===== src/rtl/ifu_pkg.sv =====
package ifu_pkg;
  localparam int LANES = 4;
  localparam int ROT_W = $clog2(LANES);
  localparam int CNT_W = $clog2(LANES + 1);
  localparam int BYTE_SH = 2;

  typedef struct packed {
    logic rdEn;
    logic swap;
    logic [ROT_W-1:0] rot;
  } ifuStrobe_t;
endpackage


===== src/rtl/ifu_bank.sv =====
module ifu_bank
  import ifu_pkg::*;
#(
  parameter int INSTR_W = 32,
  parameter int BANK_DEPTH = 8,
  localparam int ADDR_W = $clog2(BANK_DEPTH)
) (
  input  logic clk,
  input  logic rstN,
  input  logic wrEn,
  input  logic [ADDR_W-1:0] wrIdx,
  input  logic [LANES-1:0][INSTR_W-1:0] wrData,
  input  logic rdEn,
  input  logic [ADDR_W-1:0] rdIdx,
  output logic [LANES-1:0][INSTR_W-1:0] rdLine
);
  logic [LANES-1:0][INSTR_W-1:0] store [BANK_DEPTH];

  always_ff @(posedge clk) begin
    if (wrEn) store[wrIdx] <= wrData;
  end

  always_ff @(posedge clk or negedge rstN) begin
    if (!rstN) rdLine <= '0;
    else if (rdEn) rdLine <= store[rdIdx];
  end
endmodule


===== src/rtl/ifu_ctrl.sv =====
module ifu_ctrl
  import ifu_pkg::*;
#(
  parameter int PC_W = 16,
  parameter int BANK_DEPTH = 8,
  localparam int ADDR_W = $clog2(BANK_DEPTH),
  localparam int LINE_LSB = BYTE_SH + ROT_W
) (
  input  logic clk,
  input  logic rstN,
  input  logic fetchEn,
  input  logic stall,
  input  logic [PC_W-1:0] fetchPc,
  input  logic evenHit,
  input  logic oddHit,
  input  logic [LANES-1:0] takenHint,
  input  logic [LANES-1:0][PC_W-1:0] takenTgt,
  output ifuStrobe_t strobe,
  output logic [ADDR_W-1:0] evenIdx,
  output logic [ADDR_W-1:0] oddIdx,
  output logic [LANES-1:0] slotValid,
  output logic [PC_W-1:0] nextPc
);
  logic advance;
  logic [ADDR_W:0] lineIdx;
  logic [PC_W-1:0] pcQ;
  logic firstOddQ, firstHitQ, secondHitQ;
  logic [LANES-1:0] hintQ;
  logic [LANES-1:0][PC_W-1:0] tgtQ;
  logic [ROT_W-1:0] rot;
  logic [LANES-1:0] rawValid;
  logic takeFound;
  logic [PC_W-1:0] takeTgt;
  logic [CNT_W-1:0] validCnt;

  assign advance = fetchEn & ~stall;
  assign lineIdx = fetchPc[LINE_LSB +: ADDR_W+1];
  assign oddIdx  = lineIdx[ADDR_W:1];
  assign evenIdx = lineIdx[ADDR_W:1] + ADDR_W'(lineIdx[0]);

  always_ff @(posedge clk or negedge rstN) begin
    if (!rstN) begin
      pcQ <= '0;
      firstOddQ <= 1'b0;
      firstHitQ <= 1'b0;
      secondHitQ <= 1'b0;
      hintQ <= '0;
      tgtQ <= '0;
    end else if (advance) begin
      pcQ <= fetchPc;
      firstOddQ <= lineIdx[0];
      firstHitQ <= lineIdx[0] ? oddHit : evenHit;
      secondHitQ <= lineIdx[0] ? evenHit : oddHit;
      hintQ <= takenHint;
      tgtQ <= takenTgt;
    end
  end

  assign rot = pcQ[BYTE_SH +: ROT_W];

  always_comb begin
    logic [ROT_W:0] cand;
    for (int k = 0; k < LANES; k++) begin
      cand = {1'b0, rot} + (ROT_W+1)'(k);
      rawValid[k] = firstHitQ && (cand < (ROT_W+1)'(LANES) || secondHitQ);
    end
  end

  always_comb begin
    logic blocked;
    blocked = 1'b0;
    takeFound = 1'b0;
    takeTgt = '0;
    validCnt = '0;
    for (int k = 0; k < LANES; k++) begin
      slotValid[k] = rawValid[k] & ~blocked;
      if (slotValid[k]) validCnt = validCnt + CNT_W'(1);
      if (slotValid[k] && hintQ[k] && !takeFound) begin
        takeFound = 1'b1;
        takeTgt = tgtQ[k];
      end
      blocked = blocked | (slotValid[k] & hintQ[k]);
    end
  end

  assign nextPc = takeFound ? takeTgt
                : pcQ + {{(PC_W-CNT_W-BYTE_SH){1'b0}}, validCnt, {BYTE_SH{1'b0}}};

  assign strobe.rdEn = advance;
  assign strobe.swap = firstOddQ;
  assign strobe.rot  = rot;


  first_miss_retry_chk: assert property (@(posedge clk) disable iff (!rstN)
    ($past(advance && rstN) &&
     !($past(fetchPc[LINE_LSB]) ? $past(oddHit) : $past(evenHit)))
    |-> (slotValid == '0 && nextPc == $past(fetchPc)));


  ctrl_hold_chk: assert property (@(posedge clk) disable iff (!rstN)
    ($past(rstN) && !$past(advance)) |-> ($stable(slotValid) && $stable(nextPc)));


  second_miss_trim_chk: assert property (@(posedge clk) disable iff (!rstN)
    ($past(advance && rstN) &&
     !($past(fetchPc[LINE_LSB]) ? $past(evenHit) : $past(oddHit)))
    |-> ($countones(slotValid) <= LANES - int'($past(fetchPc[BYTE_SH +: ROT_W]))));


  valid_prefix_chk: assert property (@(posedge clk) disable iff (!rstN)
    ((slotValid & (slotValid + LANES'(1))) == '0));


  single_redirect_chk: assert property (@(posedge clk) disable iff (!rstN)
    ($countones(slotValid & hintQ) <= 1));
endmodule


===== src/rtl/ifu_datapath.sv =====
module ifu_datapath
  import ifu_pkg::*;
#(
  parameter int INSTR_W = 32,
  parameter int BANK_DEPTH = 8,
  localparam int ADDR_W = $clog2(BANK_DEPTH)
) (
  input  logic clk,
  input  logic rstN,
  input  ifuStrobe_t strobe,
  input  logic [ADDR_W-1:0] evenIdx,
  input  logic [ADDR_W-1:0] oddIdx,
  input  logic wrEn,
  input  logic [ADDR_W:0] wrLine,
  input  logic [LANES-1:0][INSTR_W-1:0] wrData,
  output logic [LANES-1:0][INSTR_W-1:0] slotInstr
);
  logic [1:0][LANES-1:0][INSTR_W-1:0] bankLine;
  logic [LANES-1:0][INSTR_W-1:0] firstLine, secondLine;
  logic [2*LANES-1:0][INSTR_W-1:0] cand;

  for (genvar b = 0; b < 2; b++) begin : g_bank
    ifu_bank #(.INSTR_W(INSTR_W), .BANK_DEPTH(BANK_DEPTH)) u_bank (
      .clk(clk),
      .rstN(rstN),
      .wrEn(wrEn && (wrLine[0] == 1'(b))),
      .wrIdx(wrLine[ADDR_W:1]),
      .wrData(wrData),
      .rdEn(strobe.rdEn),
      .rdIdx((b == 0) ? evenIdx : oddIdx),
      .rdLine(bankLine[b])
    );
  end

  assign firstLine  = strobe.swap ? bankLine[1] : bankLine[0];
  assign secondLine = strobe.swap ? bankLine[0] : bankLine[1];
  assign cand = {secondLine, firstLine};

  for (genvar k = 0; k < LANES; k++) begin : g_slot
    logic [ROT_W:0] sel;
    assign sel = {1'b0, strobe.rot} + (ROT_W+1)'(k);
    assign slotInstr[k] = cand[sel];
  end


  instr_hold_chk: assert property (@(posedge clk) disable iff (!rstN)
    ($past(rstN) && !$past(strobe.rdEn) && !$past(wrEn)) |-> $stable(slotInstr));
endmodule


===== src/rtl/ifu_realign_fetch.sv =====
module ifu_realign_fetch
  import ifu_pkg::*;
#(
  parameter int PC_W = 16,
  parameter int INSTR_W = 32,
  parameter int BANK_DEPTH = 8,
  localparam int ADDR_W = $clog2(BANK_DEPTH)
) (
  input  logic clk,
  input  logic rstN,
  input  logic fetchEn,
  input  logic stall,
  input  logic [PC_W-1:0] fetchPc,
  input  logic evenHit,
  input  logic oddHit,
  input  logic [LANES-1:0] takenHint,
  input  logic [LANES-1:0][PC_W-1:0] takenTgt,
  input  logic wrEn,
  input  logic [ADDR_W:0] wrLine,
  input  logic [LANES-1:0][INSTR_W-1:0] wrData,
  output logic [LANES-1:0][INSTR_W-1:0] slotInstr,
  output logic [LANES-1:0] slotValid,
  output logic [PC_W-1:0] nextPc
);
  ifuStrobe_t strobe;
  logic [ADDR_W-1:0] evenIdx, oddIdx;

  ifu_ctrl #(.PC_W(PC_W), .BANK_DEPTH(BANK_DEPTH)) u_ctrl (
    .clk(clk), .rstN(rstN), .fetchEn(fetchEn), .stall(stall),
    .fetchPc(fetchPc), .evenHit(evenHit), .oddHit(oddHit),
    .takenHint(takenHint), .takenTgt(takenTgt),
    .strobe(strobe), .evenIdx(evenIdx), .oddIdx(oddIdx),
    .slotValid(slotValid), .nextPc(nextPc)
  );

  ifu_datapath #(.INSTR_W(INSTR_W), .BANK_DEPTH(BANK_DEPTH)) u_dp (
    .clk(clk), .rstN(rstN), .strobe(strobe),
    .evenIdx(evenIdx), .oddIdx(oddIdx),
    .wrEn(wrEn), .wrLine(wrLine), .wrData(wrData),
    .slotInstr(slotInstr)
  );
endmodule


===== config.mk =====
export PLATFORM = sky130hd
export DESIGN_NAME = ifu_realign_fetch
export DESIGN_NICKNAME = d
export VERILOG_FILES = /design/src/rtl/ifu_pkg.sv /design/src/rtl/ifu_bank.sv /design/src/rtl/ifu_ctrl.sv /design/src/rtl/ifu_datapath.sv /design/src/rtl/ifu_realign_fetch.sv
export SDC_FILE = /design/constraint.sdc
export NUM_CORES = 2
export LEC_CHECK = 0
export ABC_AREA = 1
export BUFFER_PORTS_ARGS = -buffer_cell sky130_fd_sc_hd__clkbuf_2
export CORE_ASPECT_RATIO = 0.7
export CORE_UTILIZATION = 30
export DETAILED_ROUTE_END_ITERATION = 10
export GPL_TIMING_DRIVEN = 0
export PLACE_DENSITY_LB_ADDON = 0.25
export REMOVE_ABC_BUFFERS = 1
export SYNTH_ARGS = -nofsm -noshare
export SYNTH_HDL_FRONTEND = slang
export SYNTH_SLANG_ARGS = --single-unit

===== constraint.sdc =====
create_clock -name clk -period 7.3 [get_ports clk]
set_clock_uncertainty 0.2 [all_clocks]
set_input_delay 1.095 -clock clk [delete_from_list [all_inputs] [get_ports clk]]
set_output_delay 1.095 -clock clk [all_outputs]
set_load 0.005 [all_outputs]

# Yosys cells after proc, flatten, opt, wreduce, memory -nomap -nowiden
# Memory sizes are Yosys's and may differ from the RTL's. A register that Yosys moved wholly into a read port is not among the register bits.
# Cells that the tools add are included.
[op_classes] n_addsub=8 n_lt_le_gt_ge=8 n_mux=29 bitwise=14 n_reduce_logical=22
[op_table] operator="binary-select mux 32 bit (select 3 bit)" count=3
[op_table] operator="2-to-1 mux 128 bit" count=2
[op_table] operator="2-to-1 mux 32 bit" count=4
[op_table] operator="2-to-1 mux 16 bit" count=5
[op_table] operator="binary-select mux 32 bit (select 2 bit)" count=1
[op_table] operator="adder 16 x 5 -> 16 bit" count=1
[op_table] operator="logical AND 1 bit" count=13
[op_table] operator="less-than comparator 3 x 4 -> 1 bit, second input constant" count=3
[op_table] operator="2-to-1 mux 1 bit" count=11
[op_table] operator="less-than comparator 3 bit, second input constant" count=3
[op_table] operator="2-to-1 mux 3 bit" count=3
[op_table] operator="bitwise AND 1 bit" count=7
[op_table] operator="adder 2 x 2 -> 3 bit, second input constant" count=2
[op_table] operator="adder 3 x 1 -> 3 bit, second input constant" count=2
[op_table] operator="logical NOT 1 bit" count=5
[op_table] operator="NOT 1 bit" count=5
[op_table] operator="logical OR 1 bit" count=4
[op_table] operator="less-than comparator 2 x 4 -> 1 bit, second input constant" count=1
[op_table] operator="adder 2 x 1 -> 3 bit, second input constant" count=1
[op_table] operator="adder 3 x 1 -> 3 bit" count=1
[op_table] operator="less-than comparator 2 x 3 -> 1 bit, second input constant" count=1
[op_table] operator="adder 1 x 1 -> 2 bit, second input constant" count=1
[op_table] operator="bitwise OR 1 bit" count=2
[word_totals] regBits=87 ram_bits=2048 input_bits=223 output_inout_bits=148 elab_cells=92 memories=2
[memory_table] memory="u_dp.g_bank[0].u_bank.store" words=8 width=128 read_ports=1 rd_clocked_by_memory_dff=1 wr=1 line_no="ifu_bank.sv:17" source="logic [LANES-1:0][INSTR_W-1:0] store [BANK_DEPTH];"
[memory_table] memory="u_dp.g_bank[1].u_bank.store" words=8 width=128 read_ports=1 rd_clocked_by_memory_dff=1 wr=1 line_no="ifu_bank.sv:17"

# Depth between registers and ports, before layout
[logic_depth] word_depth=18 depth_mapped=20 depth_no_buf=19

# Modules after synthesis
# A second synthesis with hierarchy kept.
[hier_totals] cells_unflattened=11456 area_unflattened_um2=109100.9
[by_module_without_submodules] module="ifu_bank" instances=2 cells_each=4471 area_each_um2=47847.1 seq_area_each_um2=33952.6
[by_module_without_submodules] module="ifu_datapath" instances=1 cells_each=1902 area_each_um2=8690.8 seq_area_each_um2=0.0
[by_module_without_submodules] module="ifu_ctrl" instances=1 cells_each=612 area_each_um2=4715.8 seq_area_each_um2=2152.1

# Worst setup path before layout
# No wires, ideal clock.
[synth_timing] kind="in2reg" startpoint="input port wrLine[0]" endpoint="memory u_dp.g_bank[0].u_bank.store[6][0] in the netlist's numbering, enable pin" setup_ps=616 t_arrival_ps=6629 required_time_ps=6484 setup_slack_ps=-145 cell_stages=3 n_path_buf=0 cell_sequence="inv_1 -> nand2_1 -> nor2_1"
[synth_between] elab_chain_len=4
[synth_lines] element="start, declared" line_no="ifu_realign_fetch.sv:19" source="input logic [ADDR_W:0] wrLine,"
[synth_lines] element="NOT 1 bit" line_no="ifu_datapath.sv:26" source=".wrEn(wrEn && (wrLine[0] == 1'(b))),"
[synth_lines] element="logical AND 1 bit" line_no="ifu_datapath.sv:26"
[synth_lines] element="2-to-1 mux 1 bit" line_no="ifu_bank.sv:20" source="if (wrEn) store[wrIdx] <= wrData;"
[synth_lines] element="2-to-1 mux 1 bit (implied by the code)" line_no="ifu_bank.sv:20"
[synth_lines] element="end, declared" line_no="ifu_bank.sv:17"
# Every way passes these cells.

# Worst setup path after layout
[layout_timing] startpoint="register u_ctrl.pcQ[2]" endpoint="output port nextPc[10]"
[layout_between] elab_chain_len=18 elab_cells_between_ends=53 classes_between="add/sub (7); order compare (4); mux (13); bitwise (11); reduce/logical (18)"
[layout_lines] element="start, declared" line_no="ifu_ctrl.sv:26" source="logic [PC_W-1:0] pcQ;"
[layout_lines] element="start signal, assigned" line_no="ifu_ctrl.sv:50" source="pcQ <= fetchPc;"
[layout_lines] element="parallel branches: the longest is 17 deep, another holds adder 16 x 5 -> 16 bit"
[layout_lines] element="2-to-1 mux 16 bit (*)" line_no="ifu_ctrl.sv:86" source="assign nextPc = takeFound ? takeTgt"
[layout_lines] element="end, declared" line_no="ifu_realign_fetch.sv:23" source="output logic [PC_W-1:0] nextPc"
# Every way passes the cells marked *.

==> results.json <==
{
  "status": "complete, no violations",
  "fp.dieW_um": 695.7,
  "multi_input_area_mm2": 0.02557,
  "drt_iter0_drc": 6852,
  "timing.fmax_mhz": 142.0,
  "cts_root_buf": "clkbuf_16",
  "fillerInstances": 32306,
  "cp_common_cell": "buf_16",
  "die_area_mm2": 0.3392,
  "critPathKind": "flop to output port",
  "place_inst": 13397,
  "pin_count": 371,
  "pwr_density_cell_mw_per_mm2": 279.0,
  "yosysSeqAreaShare_pct": 69.33,
  "cts_tree": "built",
  "combPwrFrac_pct": 14.9,
  "p_leak_uw": 0.04319,
  "hp-class": "input port to flop",
  "io_buffers": 370,
  "area_growth_pct": 17.59,
  "setup_violations": 0,
  "antenna_found_initial": 68,
  "cap_violations": 0,
  "power_frac_clock_pct": 37.8,
  "timing.rr.start": "u_ctrl.pcQ[2]",
  "switching_share_pct": 27.18,
  "netlist_top_cells_count": "2048 x edfxtp_1, 1603 x nand2_1, 1088 x o21ai_0",
  "core_area_mm2": 0.3337,
  "hold_depth": 3,
  "p_sw_uw": 9012,
  "worst_slew_pin_slew_ns": 1.157,
  "fin_crit_ns": 7.045,
  "seqPwrFrac_pct": 47.2,
  "die_h_um": 487.6,
  "hold_viol_final": 0,
  "crit_chain": "buf_16 -> buf_16 -> inv_16 -> buf_16 -> ha_4 -> buf_16 -> inv_6 -> a21oi_4 -> inv_1 -> nor2_2 -> xnor2_1 -> ha_1 -> inv_1 -> fa_1 -> o21ai_2 -> nand2_1 -> xor2_1 -> nand2_1 -> nand3_2 -> clkbuf_2",
  "vias_per_cell": 5.099,
  "drtAntennaViolNets": 0,
  "yosysMostFrequentCell": "edfxtp_1",
  "synthesis.area_mm2": 0.1010,
  "ys.flop_type": "edfxtp_1",
  "yosysTopAreaCellShare_pct": 60.86,
  "first_pass_iters": 8,
  "crit_fanout": 65,
  "rows": 177,
  "slew_headroom_pct": 22.08,
  "fin_ws_ns": 0.2555,
  "synth_top_area_cell": "edfxtp_1",
  "internal_power_uw": 24140,
  "wl_mm": 333.9,
  "start_kind": "flop",
  "dp_worst_setup_slack_ns": -1.003,
  "grt_use_total_pct": 19.11,
  "synth_cells": 8954,
  "path_clk_slew_ns": 0.06,
  "grt_pass1_wl_mm": 476.5,
  "initial_utilization_pct": 30.28,
  "vias": 70722,
  "ys_top_cells_by_area": "edfxtp_1 61%, dfrtp_1 8.5%, nand2_1 6.0%",
  "rr_worst_depth": 5,
  "cts_buffer_depth": 4,
  "htree_num_levels": 4,
  "layoutNonFillerInstCount": 13869,
  "rsz0062_at_grt": "no",
  "slowest_stage": "dfrtp_4",
  "cts_buffers": 241,
  "synth_cell_types": 38,
  "dp_hpwl_mm": 204.2,
  "crit_arrival_ns": 5.75,
  "synth_seq_cells": 2390,
  "drv_slew": 0,
  "peakVddDrop_uv": 205.2,
  "grt_max_degree": 198,
  "min_to": "u_ctrl.tgtQ[59]",
  "cpPeakStageDelay_ns": 0.52,
  "drive_gt1_share_pct": 11.98,
  "drc": 0,
  "fin_crit_sh_pct": 96.50,
  "end_kind": "output port",
  "grt_pass1_vias": 66957,
  "synth_edf_count": 2048,
  "reg2reg_slack_ns": 4.89,
  "rr_endpoint": "u_ctrl.pcQ[2]",
  "postSynthAreaPerCell_um2": 11.29,
  "nNetsFinal": 9411,
  "grt.overflow.total": 0,
  "worstHoldStart": "takenTgt[59]",
  "gp_congestion": 0.7539,
  "cts.sinks": 2390,
  "clk-insertion-delay-late_ns": 0.91,
  "synth-async-reset-ratio_pct": 14.31,
  "routedWlPerCell_um": 24.08,
  "yosys_warnings": 0,
  "register_area_mm2": 0.07007,
  "critical_path_required_ns": 6.00
}
==> final cells by class <==
type	count	share of cell area, %
multi-input combinational	5260	21.52
inverter	677	2.212
tap	4475	4.712
timing repair inverter	1	0.007371
sequential	2390	58.97
clock inverter	108	0.9625
timing repair buffer	606	5.928
clock buffer	337	5.656
antenna	15	0.03159
==> cells by family after synthesis <==
logic type	after synthesis	share of synthesized area, %
flip-flops	2390	69.33
buffers and inverters	1304	5.593
AND/OR/NAND/NOR	2911	11.78
AO/OA/AOI/OAI	2328	13.07
XOR/XNOR	10	0.08667
adder cells (fa/ha/maj)	11	0.1436
==> critical path, delay by kind of cell, from the launching register on <==
family / cells / cell delay (ns)
buf+inv: 9 / 1.76
compound gates: 2 / 0.55
xor+xnor: 2 / 0.30
flops: 1 / 0.52
fa+ha+maj: 3 / 0.85
simple gates: 4 / 0.56
==> per-layer routing <==
layer	vias up	global-route usage (%)	share of wire [%]
met1	35427	26.53	44
met4	38	5.104	2.7
met5	-	0	0.067
met2	2586	30.94	46
met3	566	3.179	7.3
li1	32105	-	-
==> power groups by stage <==
| stage | clock network (uW) | logic, uW | registers, uW |
|---|---|---|---|
| after floorplan | 0 | 2860 | 15900 |
| after global placement | 0 | 5220 | 16100 |
| after detailed placement | 0 | 4890 | 16000 |
| after CTS | 12800 | 4980 | 15700 |
| after global routing | 13300 | 5450 | 15700 |
| final | 12500 | 4950 | 15700 |
==> cell usage in the layout (no fill, tap or decap), types with 11 or more instances in the layout <==
| cell type | synthesis | routed |
|---|---|---|
| edfxtp_1 | 2048 | 2048 |
| nand2_1 | 1603 | 1603 |
| o21ai_0 | 1088 | 1087 |
| inv_1 | 670 | 663 |
| nand3_1 | 635 | 632 |
| nor2_1 | 603 | 586 |
| clkbuf_2 | 4 | 367 |
| dfrtp_1 | 342 | 339 |
| o211ai_1 | 313 | 313 |
| o21ai_1 | 302 | 302 |
| o22ai_1 | 268 | 268 |
| a21oi_1 | 263 | 263 |
| clkbuf_16 | 0 | 246 |
| buf_12 | 0 | 128 |
| buf_16 | 0 | 82 |
| a21oi_2 | 71 | 70 |
| clkbuf_1 | 316 | 67 |
| clkinv_2 | 0 | 46 |
| clkinv_1 | 1 | 30 |
| or2_2 | 29 | 29 |
| clkbuf_8 | 0 | 27 |
| bufinv_16 | 0 | 24 |
| nand4_1 | 21 | 21 |
| o211ai_2 | 20 | 20 |
| nor2_4 | 1 | 19 |
| diode_2 | 0 | 15 |
| buf_8 | 1 | 12 |
| or2_1 | 11 | 11 |
==> flip-flops by register name, summed over array words and instances (netlist names) <==
signal                     flops
u_dp.g_bank.u_bank.rdLine    256
u_ctrl.secondHitQ              1
u_dp.g_bank.u_bank.store    2048
u_ctrl.pcQ                    16
u_ctrl.tgtQ                   64
u_ctrl.hintQ                   4
u_ctrl.firstHitQ               1
==> per-stage QoR <==
| step | TNS [ns] | hold WS [ns] | total power, uW | area, um^2 | utilization [%] |
|---|---|---|---|---|---|
| 2_1_floorplan | -4376.13 | 0.2422 | 18800 | 97940 | - |
| 3_3_place_gp | - | 0.2557 | 21360 | 105400 | 31.58 |
| 3_5_place_dp | -4.424 | 0.2596 | 20840 | 110700 | 33.17 |
| 4_1_cts | 0 | 0.1422 | 33420 | 118700 | 35.58 |
| 5_1_grt | 0 | 0.1698 | 34440 | 118800 | 35.60 |
| 6_report | 0 | 0.1996 | 33150 | 118800 | 35.60 |
==> worst max-delay path by stage <==
stage | startpoint | to | cells past startpoint
global placement | fetchEn | u_dp.g_bank[1].u_bank.rdLine[56] | 7
global route | u_ctrl.pcQ[2] | nextPc[10] | 20
floorplan | stall | u_dp.g_bank[1].u_bank.rdLine[17] | 5
detailed placement | u_ctrl.pcQ[2] | nextPc[10] | 20
CTS | u_ctrl.pcQ[2] | nextPc[10] | 20
finish | u_ctrl.pcQ[2] | nextPc[10] | 20
==> repair_timing <==
action / CTS / global route
hold endpoints to repair: 13 / 0
pin swaps: 3 / 0
setup buffers: 8 / 0
hold buffers: 1 / 0
setup endpoints to repair: 14 / 1
gates resized for setup: 10 / 2
gates cloned: 2 / 1
Note: power is estimated with default switching activity, not from simulation.
